## config.mk

```make
export PLATFORM = sky130hd
export DESIGN_NAME = card_host_regs
export DESIGN_NICKNAME = d
export VERILOG_FILES = /design/src/rtl/chr_pkg.sv /design/src/rtl/chr_decode.sv /design/src/rtl/chr_status.sv /design/src/rtl/chr_irq.sv /design/src/rtl/card_host_regs.sv
export SDC_FILE = /design/constraint.sdc
export NUM_CORES = 1
export LEC_CHECK = 0
export BUFFER_PORTS_ARGS = -buffer_cell sky130_fd_sc_hd__buf_2
export CAP_MARGIN = 20
export CELL_PAD_IN_SITES_DETAIL_PLACEMENT = 0
export CELL_PAD_IN_SITES_GLOBAL_PLACEMENT = 2
export CORE_AREA = 2 2 206 208
export DETAILED_ROUTE_END_ITERATION = 6
export DIE_AREA = 0 0 208 210
export GPL_ROUTABILITY_DRIVEN = 0
export PLACE_DENSITY = 0.9
export SETUP_SLACK_MARGIN = 0.5
export SLEW_MARGIN = 20
export SYNTH_ARGS = -nofsm -noshare
export SYNTH_HDL_FRONTEND = slang
export SYNTH_SLANG_ARGS = --single-unit
```

## constraint.sdc

```tcl
create_clock -name clk -period 3.75 [get_ports clk]
set_clock_uncertainty 0.05 [all_clocks]
set_input_delay 1.125 -clock clk [delete_from_list [all_inputs] [get_ports clk]]
set_output_delay 1.125 -clock clk [all_outputs]
set_load 0.05 [all_outputs]
```

## src/rtl/chr_pkg.sv

```systemverilog
package chr_pkg;

  typedef enum logic [3:0] {
    SEL_NONE,
    SEL_POWER,
    SEL_CLOCK,
    SEL_ARG,
    SEL_CMD,
    SEL_RESP,
    SEL_TIMER,
    SEL_LEN,
    SEL_CTRL,
    SEL_DCNT,
    SEL_STATUS,
    SEL_CLEAR,
    SEL_MASK,
    SEL_FCNT,
    SEL_FIFO,
    SEL_ID
  } reg_sel_e;

  typedef struct packed {
    reg_sel_e   sel;
    logic [3:0] sub;
  } dec_t;

  // identification byte k of the eight-word tail of the window
  function automatic logic [7:0] id_byte(input logic [2:0] k);
    case (k)
      3'd0:    id_byte = 8'h81;
      3'd1:    id_byte = 8'h11;
      3'd2:    id_byte = 8'h04;
      3'd3:    id_byte = 8'h00;
      3'd4:    id_byte = 8'h0D;
      3'd5:    id_byte = 8'hF0;
      3'd6:    id_byte = 8'h05;
      default: id_byte = 8'hB1;
    endcase
  endfunction

endpackage

```

## src/rtl/chr_decode.sv

```systemverilog
module chr_decode
  import chr_pkg::*;
#(
  parameter int ADDR_W   = 12,
  parameter int NUM_RESP = 4,
  parameter int NUM_IRQ  = 2
) (
  input  logic [ADDR_W-1:0] addr_i,
  output dec_t              dec_o
);
  localparam int WIDX_W    = ADDR_W - 2;
  localparam int RESP_BASE = 5;
  localparam int MASK_BASE = 15;
  localparam int FIFO_BASE = 32;
  localparam int FIFO_LEN  = 16;
  localparam int ID_BASE   = (1 << WIDX_W) - 8;

  logic [WIDX_W-1:0] widx;
  int                w;

  assign widx = addr_i[ADDR_W-1:2];
  assign w    = int'(widx);

  always_comb begin
    dec_o.sel = SEL_NONE;
    dec_o.sub = '0;
    if (addr_i[1:0] == 2'b00) begin
      if (w == 0)       dec_o.sel = SEL_POWER;
      else if (w == 1)  dec_o.sel = SEL_CLOCK;
      else if (w == 2)  dec_o.sel = SEL_ARG;
      else if (w == 3)  dec_o.sel = SEL_CMD;
      else if (w >= RESP_BASE && w < RESP_BASE + NUM_RESP) begin
        dec_o.sel = SEL_RESP;
        dec_o.sub = 4'(w - RESP_BASE);
      end
      else if (w == 9)  dec_o.sel = SEL_TIMER;
      else if (w == 10) dec_o.sel = SEL_LEN;
      else if (w == 11) dec_o.sel = SEL_CTRL;
      else if (w == 12) dec_o.sel = SEL_DCNT;
      else if (w == 13) dec_o.sel = SEL_STATUS;
      else if (w == 14) dec_o.sel = SEL_CLEAR;
      else if (w >= MASK_BASE && w < MASK_BASE + NUM_IRQ) begin
        dec_o.sel = SEL_MASK;
        dec_o.sub = 4'(w - MASK_BASE);
      end
      else if (w == 18) dec_o.sel = SEL_FCNT;
      else if (w >= FIFO_BASE && w < FIFO_BASE + FIFO_LEN) dec_o.sel = SEL_FIFO;
      else if (w >= ID_BASE) begin
        dec_o.sel = SEL_ID;
        dec_o.sub = 4'(w - ID_BASE);
      end
    end
  end
endmodule

```

## src/rtl/chr_status.sv

```systemverilog
module chr_status #(
  parameter int STICKY_W = 11,
  parameter int LIVE_W   = 11,
  parameter int RSV_BIT  = 9
) (
  input  logic                       clk,
  input  logic                       rst_n,
  input  logic [STICKY_W-1:0]        set_i,
  input  logic                       clr_en_i,
  input  logic [STICKY_W-1:0]        clr_bits_i,
  input  logic [LIVE_W-1:0]          live_i,
  output logic [STICKY_W-1:0]        sticky_o,
  output logic [STICKY_W+LIVE_W-1:0] status_o
);
  localparam logic [STICKY_W-1:0] RSV_MASK = STICKY_W'(1) << RSV_BIT;

  // clear first, then set, so a simultaneous set survives
  function automatic logic [STICKY_W-1:0] next_sticky(
    input logic [STICKY_W-1:0] q,
    input logic [STICKY_W-1:0] set,
    input logic                clr_en,
    input logic [STICKY_W-1:0] clr
  );
    logic [STICKY_W-1:0] kill;
    kill = clr_en ? clr : '0;
    return ((q & ~kill) | set) & ~RSV_MASK;
  endfunction

  logic [STICKY_W-1:0] sticky_q;

  always_ff @(posedge clk or negedge rst_n) begin
    if (!rst_n) sticky_q <= '0;
    else        sticky_q <= next_sticky(sticky_q, set_i, clr_en_i, clr_bits_i);
  end

  assign sticky_o = sticky_q;
  assign status_o = {live_i, sticky_q};
endmodule

```

## src/rtl/chr_irq.sv

```systemverilog
module chr_irq #(
  parameter int STATUS_W = 22,
  parameter int NUM_IRQ  = 2
) (
  input  logic [STATUS_W-1:0]         status_i,
  input  logic [NUM_IRQ*STATUS_W-1:0] masks_i,
  output logic [NUM_IRQ-1:0]          irq_o
);
  for (genvar i = 0; i < NUM_IRQ; i++) begin : g_line
    assign irq_o[i] = |(status_i & masks_i[i*STATUS_W +: STATUS_W]);
  end
endmodule

```

## src/rtl/card_host_regs.sv

```systemverilog
module card_host_regs
  import chr_pkg::*;
#(
  parameter int ADDR_W   = 12,
  parameter int DATA_W   = 32,
  parameter int STICKY_W = 11,
  parameter int LIVE_W   = 11,
  parameter int RSV_BIT  = 9,
  parameter int NUM_IRQ  = 2,
  parameter int NUM_RESP = 4,
  parameter int NARROW_W = 8,
  parameter int LEN_W    = 16,
  parameter int CNT_W    = 16
) (
  input  logic                     clk,
  input  logic                     rst_n,
  input  logic                     bus_valid,
  input  logic                     bus_write,
  input  logic [ADDR_W-1:0]        bus_addr,
  input  logic [DATA_W-1:0]        bus_wdata,
  output logic [DATA_W-1:0]        bus_rdata,
  output logic                     bus_rvalid,
  input  logic [STICKY_W-1:0]      sts_set,
  input  logic [LIVE_W-1:0]        live_flags,
  input  logic [NUM_RESP*DATA_W-1:0] resp_words,
  input  logic [CNT_W-1:0]         data_count,
  input  logic [CNT_W-1:0]         fifo_count,
  input  logic [DATA_W-1:0]        fifo_rdata,
  output logic                     fifo_rd_stb,
  output logic                     fifo_wr_stb,
  output logic [DATA_W-1:0]        fifo_wdata,
  output logic                     cmd_go_stb,
  output logic                     data_go_stb,
  output logic [NARROW_W-1:0]      power_q,
  output logic [NARROW_W-1:0]      clock_q,
  output logic [DATA_W-1:0]        arg_q,
  output logic [DATA_W-1:0]        cmd_q,
  output logic [DATA_W-1:0]        dtimer_q,
  output logic [LEN_W-1:0]         dlen_q,
  output logic [NARROW_W-1:0]      dctrl_q,
  output logic [NUM_IRQ-1:0]       irq
);
  localparam int STATUS_W = STICKY_W + LIVE_W;

  // named events for the checker
  dec_t                        dec;
  logic                        wr_hit;
  logic                        rd_hit;
  logic                        clr_hit;
  logic                        cmd_hit;
  logic                        ctrl_hit;
  logic                        fifo_wr_hit;
  logic                        fifo_rd_hit;
  logic [STICKY_W-1:0]         sticky_q;
  logic [STATUS_W-1:0]         status_w;
  logic [STATUS_W-1:0]         mask_q [NUM_IRQ];
  logic [NUM_IRQ*STATUS_W-1:0] mask_flat;
  logic [DATA_W-1:0]           rd_word;

  chr_decode #(
    .ADDR_W(ADDR_W), .NUM_RESP(NUM_RESP), .NUM_IRQ(NUM_IRQ)
  ) u_dec (
    .addr_i(bus_addr),
    .dec_o (dec)
  );

  assign wr_hit      = bus_valid &  bus_write;
  assign rd_hit      = bus_valid & ~bus_write;
  assign clr_hit     = wr_hit & (dec.sel == SEL_CLEAR);
  assign cmd_hit     = wr_hit & (dec.sel == SEL_CMD);
  assign ctrl_hit    = wr_hit & (dec.sel == SEL_CTRL);
  assign fifo_wr_hit = wr_hit & (dec.sel == SEL_FIFO);
  assign fifo_rd_hit = rd_hit & (dec.sel == SEL_FIFO);

  chr_status #(
    .STICKY_W(STICKY_W), .LIVE_W(LIVE_W), .RSV_BIT(RSV_BIT)
  ) u_sts (
    .clk       (clk),
    .rst_n     (rst_n),
    .set_i     (sts_set),
    .clr_en_i  (clr_hit),
    .clr_bits_i(bus_wdata[STICKY_W-1:0]),
    .live_i    (live_flags),
    .sticky_o  (sticky_q),
    .status_o  (status_w)
  );

  // settings registers
  always_ff @(posedge clk or negedge rst_n) begin
    if (!rst_n) begin
      power_q  <= '0;
      clock_q  <= '0;
      arg_q    <= '0;
      cmd_q    <= '0;
      dtimer_q <= '0;
      dlen_q   <= '0;
      dctrl_q  <= '0;
    end else if (wr_hit) begin
      unique case (dec.sel)
        SEL_POWER: power_q  <= bus_wdata[NARROW_W-1:0];
        SEL_CLOCK: clock_q  <= bus_wdata[NARROW_W-1:0];
        SEL_ARG:   arg_q    <= bus_wdata;
        SEL_CMD:   cmd_q    <= bus_wdata;
        SEL_TIMER: dtimer_q <= bus_wdata;
        SEL_LEN:   dlen_q   <= bus_wdata[LEN_W-1:0];
        SEL_CTRL:  dctrl_q  <= bus_wdata[NARROW_W-1:0];
        default: ;
      endcase
    end
  end

  // one mask register per interrupt line
  for (genvar i = 0; i < NUM_IRQ; i++) begin : g_mask
    always_ff @(posedge clk or negedge rst_n) begin
      if (!rst_n)
        mask_q[i] <= '0;
      else if (wr_hit && dec.sel == SEL_MASK && dec.sub == 4'(i))
        mask_q[i] <= bus_wdata[STATUS_W-1:0];
    end
    assign mask_flat[i*STATUS_W +: STATUS_W] = mask_q[i];
  end

  chr_irq #(
    .STATUS_W(STATUS_W), .NUM_IRQ(NUM_IRQ)
  ) u_irq (
    .status_i(status_w),
    .masks_i (mask_flat),
    .irq_o   (irq)
  );

  // read multiplexer
  always_comb begin
    rd_word = '0;
    unique case (dec.sel)
      SEL_POWER:  rd_word = DATA_W'(power_q);
      SEL_CLOCK:  rd_word = DATA_W'(clock_q);
      SEL_ARG:    rd_word = arg_q;
      SEL_CMD:    rd_word = cmd_q;
      SEL_TIMER:  rd_word = dtimer_q;
      SEL_LEN:    rd_word = DATA_W'(dlen_q);
      SEL_CTRL:   rd_word = DATA_W'(dctrl_q);
      SEL_DCNT:   rd_word = DATA_W'(data_count);
      SEL_FCNT:   rd_word = DATA_W'(fifo_count);
      SEL_STATUS: rd_word = DATA_W'(status_w);
      SEL_FIFO:   rd_word = fifo_rdata;
      SEL_ID:     rd_word = DATA_W'(id_byte(dec.sub[2:0]));
      SEL_RESP: begin
        for (int k = 0; k < NUM_RESP; k++)
          if (dec.sub == 4'(k)) rd_word = resp_words[k*DATA_W +: DATA_W];
      end
      SEL_MASK: begin
        for (int k = 0; k < NUM_IRQ; k++)
          if (dec.sub == 4'(k)) rd_word = DATA_W'(mask_q[k]);
      end
      default: rd_word = '0;
    endcase
  end

  // registered read response and strobes
  always_ff @(posedge clk or negedge rst_n) begin
    if (!rst_n) begin
      bus_rdata   <= '0;
      bus_rvalid  <= 1'b0;
      fifo_rd_stb <= 1'b0;
      fifo_wr_stb <= 1'b0;
      fifo_wdata  <= '0;
      cmd_go_stb  <= 1'b0;
      data_go_stb <= 1'b0;
    end else begin
      bus_rvalid  <= rd_hit;
      if (rd_hit) bus_rdata <= rd_word;
      fifo_rd_stb <= fifo_rd_hit;
      fifo_wr_stb <= fifo_wr_hit;
      if (fifo_wr_hit) fifo_wdata <= bus_wdata;
      cmd_go_stb  <= cmd_hit;
      data_go_stb <= ctrl_hit;
    end
  end
endmodule

```

[After elaboration in Yosys (flattened, before gate mapping)]
Cells that the tools add are included.
Cells by class
  add/subtract/negate cells: 3
  order comparisons: 7
  equality and inequality tests: 34
  mux-type cells: 37
  bitwise operators: 13
  reduce and logical (&&, ||, !) cells: 19
Operator list (count)
  one-hot mux 32 bit (14 select lines): 1
  2-to-1 mux 32 bit: 5
  2-to-1 mux 4 bit: 24
  == test 10 x 5 -> 1 bit, second input constant: 6
  one-hot mux 8 bit (7 select lines): 1
  AND 22 bit: 2
  OR reduction 22 bit: 2
  == test 4 bit, second input constant: 8
  logical NOT 32 bit: 1
  2-to-1 mux 8 bit: 4
  2-to-1 mux 22 bit: 1
  == test 10 x 3 -> 1 bit, second input constant: 2
  == test 4 x 2 -> 1 bit, second input constant: 4
  == test 4 x 3 -> 1 bit, second input constant: 4
  AND reduction 2 bit: 7
  AND 11 bit: 1
  2-to-1 mux 11 bit: 1
  inverter 11 bit: 1
  OR 11 bit: 1
  == test 10 x 2 -> 1 bit, second input constant: 1
  == test 10 x 6 -> 1 bit, second input constant: 1
  >= comparator 10 bit, second input constant: 1
  >= comparator 10 x 3 -> 1 bit, second input constant: 1
  >= comparator 10 x 4 -> 1 bit, second input constant: 1
  16 further kinds: 32
Word-level totals
  flip-flop bits (word level): 259
  bits of input ports: 262
  output and inout bits: 207
  logic and storage cells: 130

[Logic depth before layout (Yosys ltp)]
Gate-level depths: netlist (run 1).
  word-level depth: 23
  mapped depth: 16
  gate-level depth less buffers: 11

[Cells and area by module]
Synthesis (run 1) repeated with hierarchy kept, for this count alone.
Second synthesis, totals
  cells, all modules: 1277
  area total of the unflattened synthesis: 14226.1 um2
Modules (own cells, without submodules)
  card_host_regs: instances 1, cells each 1100, area an instance 12856.1 um2, sequential area each 6231.0 um2
  chr_decode: instances 1, cells each 96, area an instance 591.8 um2, sequential area each 0.0 um2
  chr_status: instances 1, cells each 55, area an instance 550.5 um2, sequential area each 250.2 um2
  chr_irq: instances 1, cells each 26, area an instance 227.7 um2, sequential area each 0.0 um2

[Least setup slack after synthesis (run 1)]
Ideal clock, no wire load.
  path kind: input -> register
  start: input bus_addr[3]
  end: register bus_rdata[9]
  setup time: 0.131 ns
  arrival time: 3.896 ns
  required time: 3.569 ns
  path slack: -0.327 ns
  stages on the path: 14
  buffers on the path: 3
  cell sequence: inv_1 > ha_1 > clkbuf_1 > or4b_2 > o21ai_0 > nor3_1 > and3_1 > clkbuf_1 > and3_1 > buf_2 > a222oi_1 > o21a_1 > a31oi_1 > or3_1
On the way
  word-level cells in the longest chain between the ends: 23
  elaborated cells on any way between the ends: 77
  those cells by class: add/sub: 3; order compare: 7; eq/ne: 27; mux: 35; reduce/logical: 5
Ends and longest elaborated chain
  start, declared: RTL line card_host_regs.sv:19  | input logic [ADDR_W-1:0] bus_addr,
  >= comparator 10 bit (tied with other cells): RTL line chr_decode.sv:48  | else if (w >= ID_BASE) begin
  2-to-1 mux 8 bit or logical AND 1 bit (tied branches): RTL line chr_decode.sv:48, chr_decode.sv:47
  2-to-1 mux 4 bit: RTL line chr_decode.sv:47  | else if (w >= FIFO_BASE && w < FIFO_BASE + FIFO_LEN) dec_o.sel = SEL_FIFO;
  2-to-1 mux 4 bit: RTL line chr_decode.sv:46  | else if (w == 18) dec_o.sel = SEL_FCNT;
  2-to-1 mux 8 bit: RTL line chr_decode.sv:42  | else if (w >= MASK_BASE && w < MASK_BASE + NUM_IRQ) begin
  2-to-1 mux 4 bit: RTL line chr_decode.sv:41  | else if (w == 14) dec_o.sel = SEL_CLEAR;
  2-to-1 mux 4 bit: RTL line chr_decode.sv:40  | else if (w == 13) dec_o.sel = SEL_STATUS;
  2-to-1 mux 4 bit: RTL line chr_decode.sv:39  | else if (w == 12) dec_o.sel = SEL_DCNT;
  [4 not listed]
  2-to-1 mux 4 bit: RTL line chr_decode.sv:31  | else if (w == 3) dec_o.sel = SEL_CMD;
  2-to-1 mux 4 bit: RTL line chr_decode.sv:30  | else if (w == 2) dec_o.sel = SEL_ARG;
  2-to-1 mux 4 bit: RTL line chr_decode.sv:29  | else if (w == 1) dec_o.sel = SEL_CLOCK;
  2-to-1 mux 4 bit: RTL line chr_decode.sv:28  | if (w == 0) dec_o.sel = SEL_POWER;
  2-to-1 mux 8 bit *: RTL line chr_decode.sv:27  | if (addr_i[1:0] == 2'b00) begin
  logical NOT 4 bit: RTL line card_host_regs.sv:149, card_host_regs.sv:153
  2-to-1 mux 32 bit (4 in a row): RTL line card_host_regs.sv:149  | if (dec.sub == 4'(k)) rd_word = resp_words[k*DATA_W +: DATA_W];
  one-hot mux 32 bit (14 select lines) *: RTL line card_host_regs.sv:134  | unique case (dec.sel)
  end signal, assigned: RTL line card_host_regs.sv:171  | if (rd_hit) bus_rdata <= rd_word;
  end, declared: RTL line card_host_regs.sv:21  | output logic [DATA_W-1:0] bus_rdata,
Mark *: on every way between the ends. The rest lies on a longest branch, timed or not.
A chain may end at the register's enable or synchronous reset.

[Worst setup path after layout (run 1)]
  start: input bus_addr[8]
  end: register fifo_wdata[10]
On the way
  word-level cells in the longest chain between the ends: 19
  elaborated cells on any way between the ends: 39
  those cells by class: order compare: 7; eq/ne: 11; mux: 16; bitwise: 1; reduce/logical: 4
Ends and longest elaborated chain
  >= comparator 10 bit (tied with other cells): RTL line chr_decode.sv:48
  2-to-1 mux 8 bit or logical AND 1 bit (tied branches): RTL line chr_decode.sv:48, chr_decode.sv:47
  2-to-1 mux 4 bit: RTL line chr_decode.sv:47
  2-to-1 mux 4 bit: RTL line chr_decode.sv:46
  2-to-1 mux 8 bit: RTL line chr_decode.sv:42
  2-to-1 mux 4 bit: RTL line chr_decode.sv:41
  2-to-1 mux 4 bit: RTL line chr_decode.sv:40
  2-to-1 mux 4 bit: RTL line chr_decode.sv:39
  [3 not listed]
  2-to-1 mux 8 bit: RTL line chr_decode.sv:32  | else if (w >= RESP_BASE && w < RESP_BASE + NUM_RESP) begin
  2-to-1 mux 4 bit: RTL line chr_decode.sv:31
  2-to-1 mux 4 bit: RTL line chr_decode.sv:30
  2-to-1 mux 4 bit: RTL line chr_decode.sv:29
  2-to-1 mux 4 bit *: RTL line chr_decode.sv:28
  2-to-1 mux 8 bit *: RTL line chr_decode.sv:27
  == test 4 bit *: RTL line card_host_regs.sv:72  | assign fifo_wr_hit = wr_hit & (dec.sel == SEL_FIFO);
  AND 1 bit *: RTL line card_host_regs.sv:72
  end signal, assigned: RTL line card_host_regs.sv:174  | if (fifo_wr_hit) fifo_wdata <= bus_wdata;
  end, declared: RTL line card_host_regs.sv:31  | output logic [DATA_W-1:0] fifo_wdata,
Marked as above.

==> key figures, run 1 <==
Outcome
  – Status: finished, violations left
  – Failing checks: design-rule violations

Synth
  – Synth top cells by count: 259 x dfrtp_1, 182 x mux2_2, 96 x nand2_1
  – Cells after Synth: around 1200
  – Distinct cells, synth: 83
  – Synth top area share: a little under half
  – Number of flops mapped to enable cells by yosys: 0
  – Count of state elements after synthesis: 259
  – Mean Syn Cell Area: 11.36 sq um
  – Ys Warns: 0
  – Dominant synthesized flop cell: dfrtp_1
  – Largest cells by area after synthesis: dfrtp_1 47%, mux2_2 15%, mux2_4 3.2%
  – Post-synthesis async set-or-reset flop share: 100.0%
  – Cell taking the most area after synthesis: dfrtp_1
  – Sequential fraction of the synthesis area: between 40% and 50%
  – Syn nets: 1488
  – Most frequent cell after synthesis: dfrtp_1
  – Netlist Area Pre-Place: around 0.014 sq mm

Timing
  – Worst-margin pin slew: ~0.75 ns
  – Slew HR: around half
  – Fin. Hold Viols: 0
  – Final Cycle Share: a little over nine tenths
  – Max Slew Vio Count: 0
  – RSZ-0062 raised after global routing: true
  – Period minus WS final: around 3.7 ns
  – Min setup slack post-route: 0.06558 ns
  – Endpoints failing setup: 0
  – FMAX: between 0.2 and 0.3 GHz

Place
  – Post-DP HPWL: 54.53 mm
  – Pre-CTS setup slack: -0.9277 ns
  – Post-Place Cell Area: 0.01923 sq mm
  – Buffers added on ports: 467
  – Post-Place Cells: between 2000 and 2500

Clock network
  – CTS HTree Levels: 1
  – Clk_lat worst skew: ~0.58 ns
  – CTS tree: yes
  – CTS root buffer: clkbuf_16
  – CTS clk-pin slew, worst paths: about 0.06 ns
  – # hold bufs at CTS: 0
  – Longest Clk Path Bufs: 3
  – CTS Buf Count: 30
  – Clk sinks: between 200 and 300

Routing
  – Final wirelength: 74.02 mm
  – Starting DRT DRC Count: 1673
  – DR vias/cell: approximately 6
  – Vias: about 15000
  – Post-route DRC violation count: 4
  – Pre-antenna DRT Iters: 7
  – WL/cell: between 20 and 30 um
  – Final ANT Viol Nets: 0

Worst setup path
  – Crit-path cells: buf_8 -> or4_4 -> nor4_4 -> a21oi_2 -> buf_4 -> buf_6 -> or3_4 -> or4_4 -> buf_12 -> mux2_4
  – Crit path buffers/inverters: 4
  – Critical Path Start Type: input port
  – Slowest Stage Delay on Critical Path: 0.63 ns
  – Data required, critical path: between 4 and 5 ns
  – CP Capture Type: register
  – Type of the worst setup path: input port to register
  – CP most frequent cell: or4_4
  – Crit path DAT: just over 4 ns
  – CP Max Fanout: 10
  – Delay-heaviest family, CP: simple AND/OR/NAND/NOR gates
  – Worst path slowest cell: or4_4
  – R2r setup slk: 1.93 ns

GRT
  – Largest net degree at the start of global routing: between 80 and 90
  – Antenna violations before repair: 13
  – Vias in the first global route: ~15000
  – GR Overflow Total: 0
  – All-Layer GR Usage: a little under a third
  – First-pass GRT wire length: between 100 and 150 mm

Pwr
  – Power Dens Cells: roughly 310 mW/mm^2
  – Pleak: approximately 11 nW
  – Final Power: roughly 7 mW
  – Peak supply drop: 0.0002874 V

Floorplanning
  – Die W: ~210 um
  – Num ports: approximately 470
  – Die H: about 210 um
  – Core Box Area: between 0.04 and 0.05 sq mm
  – Starting Density: around a third
  – Row count: 75
  – Die area: 0.04368 sq mm

Cells and area
  – Post-route insts no fill: roughly 2500
  – Final Cell Area: between 0.02 and 0.025 sq mm
  – Nets: approximately 2200
  – Share of post-route cells with drive strength above 1: approximately three fifths
  – Syn-to-layout area delta: 60.64%

Job
  – Total of max-cap violations: 0

Hold path
  – Hold Crit Class: register to register
[cells by family after synthesis]
kind of cell	count (synthesis)	share of synthesized area (%)
AO/OA/AOI/OAI	341	18.46
buffers and inverters	95	3.262
multiplexers	248	20.64
flip-flops	259	46.68
adder cells (fa/ha/maj)	4	0.3605
AND/OR/NAND/NOR	275	10.61
[final timing paths]
check | from | endpoint | depth (start not counted)
setup / recovery | bus_addr[8] | fifo_wdata[10] | 10
hold / removal | bus_rdata[24] | bus_rdata[24] | 2
setup reg to reg | u_sts.sticky_o[1] | bus_rdata[1] | 5
hold reg to reg | bus_rdata[24] | bus_rdata[24] | 2
max in group asynchronous | rst_n | cmd_q[19] | 2
min in group asynchronous | rst_n | dtimer_q[17] | 1
[state kept, by name, summed over array words and instances, names as in the netlist]
| register | flops |
|---|---|
| mask_flat | 44 |
| arg_q | 32 |
| bus_rdata | 32 |
| cmd_q | 32 |
| dtimer_q | 32 |
| fifo_wdata | 32 |
| dlen_q | 16 |
| u_sts.sticky_o | 10 |
| clock_q | 8 |
| dctrl_q | 8 |
| power_q | 8 |
| bus_rvalid | 1 |
| cmd_go_stb | 1 |
| data_go_stb | 1 |
| fifo_rd_stb | 1 |
| fifo_wr_stb | 1 |
[metal layers]
layer / track usage, % / routed length (um)
met1: 40.18 / 29290
met4: 14.99 / 4468
met5: 0 / 57
met3: 6.392 / 6076
met2: 51.88 / 34130
[layout by cell type (no fill, tap or decap), types with 41 or more instances in the layout]
cell	netlist	routed
a22oi_1	50	46
buf_12	0	41
dfrtp_1	259	259
buf_4	7	245
a21oi_1	55	44
buf_2	32	454
nand2_1	96	90
mux2_2	182	111
mux2_4	30	101
[cell type report]
class	instances	area [sq um]
Multi-Input combinational cell	869	8092
Tap cell	539	674.4
Sequential cell	259	6481
Clock buffer	36	834.6
Inverter	9	53.80
Clock inverter	20	272.8
Antenna cell	6	15.01
Timing Repair Buffer	803	5881
Fill cell	3647	19170
[per-stage QoR]
stage	hold WS [ns]	utilization (%)	TNS [ns]
after global placement	0.4124	46.37	-90.65
after CTS	0.4369	50.87	0
after global routing	0.4656	53.77	-0.01053
after floorplan	0.4312	-	-2.072
after detailed placement	0.4240	46.37	-104.71
final	0.4328	53.77	0
[what timing repair did]
| item | in CTS | in global routing |
|---|---|---|
| pin swaps | 39 | 67 |
| gates cloned | 5 | 12 |
| setup buffers | 28 | 38 |
| gates resized for setup | 90 | 164 |
| endpoints found under the setup margin | 241 | 230 |
| endpoints found under the hold margin | 0 | 0 |
[worst reg2reg max path: stages, from the launching register on]
cell and delay [ns]:
dfrtp_1 0.46, a222oi_1 0.47, nand2_1 0.18, a211oi_4 0.32
buf_4 0.17, o21ai_2 0.04
[power breakdown]
| group | internal (mW) | switching, mW | total (mW) | leakage, nW |
|---|---|---|---|---|
| Combinational | 0.341 | 0.467 | 0.808 | 7.10 |
| Sequential | 2.82 | 0.0300 | 2.85 | 3.56 |
| Clock | 2.00 | 1.31 | 3.31 | 0.541 |
Note: power is estimated with default switching activity, not from simulation.
==> run 2: changes to the inputs <==
- CORE_AREA: 2 2 206 208 -> 2 2 208 210
- DIE_AREA: 0 0 208 210 -> 0 0 210 212
- SYNTH_HIERARCHICAL: unset -> 1
==> key figures, run 2 <==
Clock network
  – Longest Clk Path Bufs: 3
  – CTS root buffer: clkbuf_16
  – CTS Buf Count: 30
  – CTS tree: yes
  – Clk_lat worst skew: ~0.60 ns
  – CTS HTree Levels: 1
  – CTS clk-pin slew, worst paths: around 0.070 ns
  – Clk sinks: between 200 and 300

Timing
  – Max Slew Vio Count: 0
  – FMAX: 0.2548 GHz
  – Period minus WS final: around 3.9 ns
  – RSZ-0062 raised after global routing: true
  – Hold_ws: ~0.43 ns
  – Final Cycle Share: 104.6%
  – Endpoints failing setup: between 150 and 200
  – Min setup slack post-route: -0.1742 ns
  – Worst-margin pin slew: around 0.67 ns
  – Setup TNS: -16.35 ns
  – Slew HR: 54.90%
  – Fin. Hold Viols: 0

Routing
  – WL/cell: slightly below 30 um
  – DR vias/cell: 5.893
  – Final wirelength: roughly 76 mm
  – Post-route DRC violation count: 3
  – Pre-antenna DRT Iters: 7
  – Vias: roughly 15000
  – Final ANT Viol Nets: 0
  – Starting DRT DRC Count: about 1500

Cells and area
  – Syn-to-layout area delta: 67.06%
  – Share of post-route cells with drive strength above 1: between 60 and 70%
  – Fillers: roughly 3600
  – Most frequent cells in the layout: 456 x buf_2, 259 x dfrtp_1, 188 x buf_4
  – Commonest non-fill, non-tap cell in the layout: buf_2
  – Final Cell Area: approximately 0.024 sq mm
  – Nets: about 2300
  – Max FFs per register: 44
  – Final core utilization: 55.59%
  – Post-route insts no fill: 2567

Floorplanning
  – Die area: about 0.045 sq mm
  – Num ports: around 470
  – Die H: ~210 um
  – Core Box Area: around 0.043 sq mm
  – Row count: 76
  – Die W: roughly 210 um
  – Starting Density: 33.27%

Place
  – Post-Place Cell Area: between 0.015 and 0.02 sq mm
  – Buffers added on ports: 467
  – Post-Place Cells: between 2000 and 2500
  – Pre-CTS setup slack: -1.101 ns
  – Post-DP HPWL: around 51 mm

GRT
  – GR Overflow Total: 0
  – Antenna violations before repair: 9
  – Vias in the first global route: approximately 15000
  – All-Layer GR Usage: 31.48%
  – First-pass GRT wire length: 102.1 mm
  – Largest net degree at the start of global routing: 68

Synth
  – Mean Syn Cell Area: ~11 sq um
  – Netlist Area Pre-Place: between 0.01 and 0.015 sq mm
  – Ys Warns: 6
  – Syn nets: 1532
  – Cells after Synth: about 1300

Pwr
  – Sw frac: a little over a quarter
  – P_sw: between 1.5 and 2 mW
  – Peak supply drop: ~0.00028 V
  – Sequential Power Share: 41.6%
  – Comb pwr share: about an eighth
  – Final Power: a little under 7 mW
  – Clock power frac: between 40% and 50%
  – Power Dens Cells: 292.5 mW/mm^2
  – Pleak: between 10 and 15 nW
  – P_int: about 5 mW

Worst setup path
  – CP Capture Type: register
  – Type of the worst setup path: input port to register
  – Reg2reg end: bus_rdata[2]
  – R2r setup slk: around 1.9 ns
  – Data required, critical path: ~4.2 ns
  – Critical Path Start Type: input port
  – Reg2Reg Launch Point: power_q[2]
  – Worst r2r path cells: 4
  – CP Max Fanout: 6
  – Crit path DAT: about 4.4 ns

Job
  – Total of max-cap violations: 0

Outcome
  – Failing checks: design-rule violations, negative setup slack
  – Status: finished, violations left

Hold path
  – Hold Crit Class: input port to async pin
[run 2: cell type report]
cell class                      count  area (sq um)  share of cell area (%)
Timing Repair Buffer              811          6414                   27.14
Clock buffer                       41         852.1                   3.606
Antenna cell                        3         7.507                 0.03177
Sequential cell                   259          6481                   27.43
Multi-Input combinational cell    884          8950                   37.88
Clock inverter                     15         201.4                  0.8526
Tap cell                          546         683.2                   2.891
Inverter                            8         38.79                  0.1642
[run 2: worst max-delay path, stage by stage]
cell	delay, ns
buf_6	0.09
or4_4	0.56
or3_4	0.39
buf_6	0.14
or2_4	0.23
a21oi_4	0.27
buf_6	0.15
buf_8	0.12
buf_6	0.10
buf_12	0.11
buf_4	0.11
buf_12	0.10
mux2i_2	0.23
o22ai_1	0.12
a21oi_2	0.17
o211ai_1	0.12
a22o_1	0.19
[run 2: routing by layer]
metal | global-route usage, % | share of wire, % | vias to the layer above
li1 | - | - | 6260
met1 | 38.40 | 38 | 7608
met2 | 52.53 | 46 | 965
met3 | 7.592 | 9.5 | 284
met4 | 15.04 | 6.2 | 10
met5 | 0.2225 | 0.088 | -
[run 2: worst max-delay path by stage]
stage                      from             to  slack, ns  depth (start not counted)
floorplan           bus_addr[8]   bus_rdata[7]      -0.35                         13
global placement    bus_addr[8]   bus_rdata[7]      -1.07                         12
detailed placement  bus_addr[8]   bus_rdata[7]      -1.10                         12
CTS                 bus_addr[7]  mask_flat[31]      -0.15                         15
global route        bus_addr[7]   bus_rdata[7]      -0.21                         14
finish              bus_addr[7]  bus_rdata[19]      -0.17                         17
[run 2: timing repair]
item	4_1_cts	5_1_grt
pin swaps	71	52
setup buffers	64	45
resized for setup	288	199
hold buffers	0	0
endpoints found under the setup margin	260	260
hold endpoints to repair	0	0
gates cloned	17	13
[run 2: power by group through the flow]
stage               Sequential (mW)  Clock (mW)  Combinational, mW
floorplan                      3.06           0              0.195
global placement               2.92           0              0.739
detailed placement             2.92           0              0.748
CTS                            2.87        3.19              0.811
global route                   2.88        3.31              0.902
finish                         2.87        3.17              0.863
==> run 3: changes to the inputs <==
- CORE_AREA: 2 2 208 210 -> 2 2 176 248
- DIE_AREA: 0 0 210 212 -> 0 0 178 250
==> key figures, run 3 (synthesis gave the netlist of run 2 again) <==
GRT
  – GR Overflow Total: 0
  – All-Layer GR Usage: between 30 and 40%
  – First-pass GRT wire length: 99.70 mm
  – Vias in the first global route: about 14000
  – Largest net degree at the start of global routing: 86
  – Antenna violations before repair: 9

Pwr
  – Power Dens Cells: about 300 mW/mm^2
  – Peak supply drop: between 0.0002 and 0.0003 V
  – Final Power: about 6.7 mW
  – Pleak: roughly 11 nW

Timing
  – Setup TNS: -9.277 ns
  – Min setup slack post-route: -0.1542 ns
  – Max Slew Vio Count: 0
  – Slew HR: 45.36%
  – Final Cycle Share: 104.1%
  – Period minus WS final: 3.904 ns
  – Fin. Hold Viols: 0
  – Worst-margin pin slew: slightly above 0.8 ns
  – RSZ-0062 raised after global routing: true
  – Endpoints failing setup: ~130
  – FMAX: 0.2561 GHz

Worst setup path
  – Type of the worst setup path: input port to register
  – Worst path slowest cell: or4_4
  – Delay-heaviest family, CP: simple AND/OR/NAND/NOR gates
  – Data required, critical path: 4.17 ns
  – CP Max Fanout: 8
  – Critical Path Start Type: input port
  – R2r setup slk: 1.89 ns
  – Crit path buffers/inverters: 6
  – Crit-path cells: buf_6 -> or4_4 -> or3_4 -> or2_1 -> a21oi_4 -> buf_12 -> buf_4 -> nand2_2 -> buf_4 -> nor4_4 -> buf_6 -> clkbuf_16 -> mux2_2
  – CP Capture Type: register
  – CP Depth: 13
  – Worst r2r path cells: 4
  – Crit path DAT: about 4.3 ns
  – Slowest Stage Delay on Critical Path: around 0.58 ns

Hold path
  – Hold Crit Class: register to register
  – WHS Path Cells: 2

Floorplanning
  – Core Box Area: about 0.042 sq mm
  – Row count: 90
  – Die H: 250 um
  – Die area: between 0.04 and 0.05 sq mm
  – Starting Density: roughly a third
  – Num ports: between 400 and 500
  – Die W: 178 um

Outcome
  – Status: finished, violations left
  – Failing checks: negative setup slack

Clock network
  – CTS root buffer: clkbuf_16
  – Longest Clk Path Bufs: 3
  – CTS Buf Count: 28
  – CTS HTree Levels: 1
  – CTS tree: yes
  – CTS clk-pin slew, worst paths: roughly 0.06 ns
  – Clk sinks: 259
  – # hold bufs at CTS: 0
  – Clk_lat worst skew: roughly 0.6 ns

Place
  – Post-DP HPWL: 53.66 mm
  – Buffers added on ports: approximately 470

Routing
  – Pre-antenna DRT Iters: 7
  – Final wirelength: ~76 mm
  – Post-route DRC violation count: 0
  – Starting DRT DRC Count: ~1200
  – Vias: approximately 15000
  – DR vias/cell: between 5 and 6
  – WL/cell: roughly 30 um
  – Final ANT Viol Nets: 0

Cells and area
  – Nets: between 2000 and 2500
  – Syn-to-layout area delta: 59.82%
  – Most frequent cells in the layout: 460 x buf_2, 259 x dfrtp_1, 183 x buf_4
  – Share of post-route cells with drive strength above 1: 62.57%
  – Commonest non-fill, non-tap cell in the layout: buf_2
  – Max FFs per register: 44

Job
  – Total of max-cap violations: 0
[run 3: cell count changes in the layout (fill, tap and decap cells not counted), sizes merged]
cell,delta
buf,-54
bufbuf,-3
bufinv,-2
diode,+2
clkbuf,+1
inv,+1
[run 3: cell type report]
type | instances | area [sq um]
Antenna cell | 5 | 12.51
Timing Repair Buffer | 759 | 5557
Inverter | 8 | 38.79
Clock inverter | 14 | 166.4
Fill cell | 3731 | 19850
Multi-Input combinational cell | 884 | 8853
Sequential cell | 259 | 6481
Tap cell | 552 | 690.7
Clock buffer | 37 | 804.5
[run 3: through the flow]
stage | cell area (sq um) | hold WS [ns] | util (%) | worst slack, ns | std cells
floorplan | 14820 | 0.4371 | - | -0.3549 | 1266
global placement | 19030 | 0.4111 | 44.82 | -1.016 | 2387
detailed placement | 19030 | 0.4194 | 44.82 | -1.045 | 2387
CTS | 20840 | 0.4387 | 49.10 | -0.05377 | 2458
global route | 22600 | 0.4578 | 53.23 | -0.1921 | 2516
finish | 22600 | 0.4305 | 53.24 | -0.1542 | 2518
[run 3: final timing paths]
check                         startpoint             end
min reg2reg                bus_rdata[23]   bus_rdata[23]
min in group asynchronous          rst_n  fifo_wdata[20]
max reg2reg                     arg_q[2]    bus_rdata[2]
max in group asynchronous          rst_n        arg_q[8]
max                          bus_addr[9]        arg_q[1]
min                        bus_rdata[23]   bus_rdata[23]
[run 3: what timing repair did]
item                       CTS  global route
setup endpoints to repair  259           259
pin swaps                   52            56
gates resized for setup    144           269
buffers inserted            17            37
cloned                       3            18
[run 3: report_power, final]
part	total (mW)	internal [mW]	switching, mW
clock	2.96	1.66	1.30
sequential	2.88	2.83	0.0434
combinational	0.838	0.316	0.522
total	6.68	4.81	1.86
[run 3: worst reg2reg max path: stages, from the launching register on]
cell       delay [ns]
dfrtp_1          0.42
mux2_2           0.30
a222oi_1         0.41
o2111ai_1        0.24
a221o_1          0.36
[run 3: metal layers]
layer	up-vias	part of all wire (%)	global-route usage, %
met5	-	0.071	0
met4	8	7.2	14.45
met3	252	9.5	6.536
met2	965	48	53.30
met1	7307	36	36.15
li1	6143	-	-
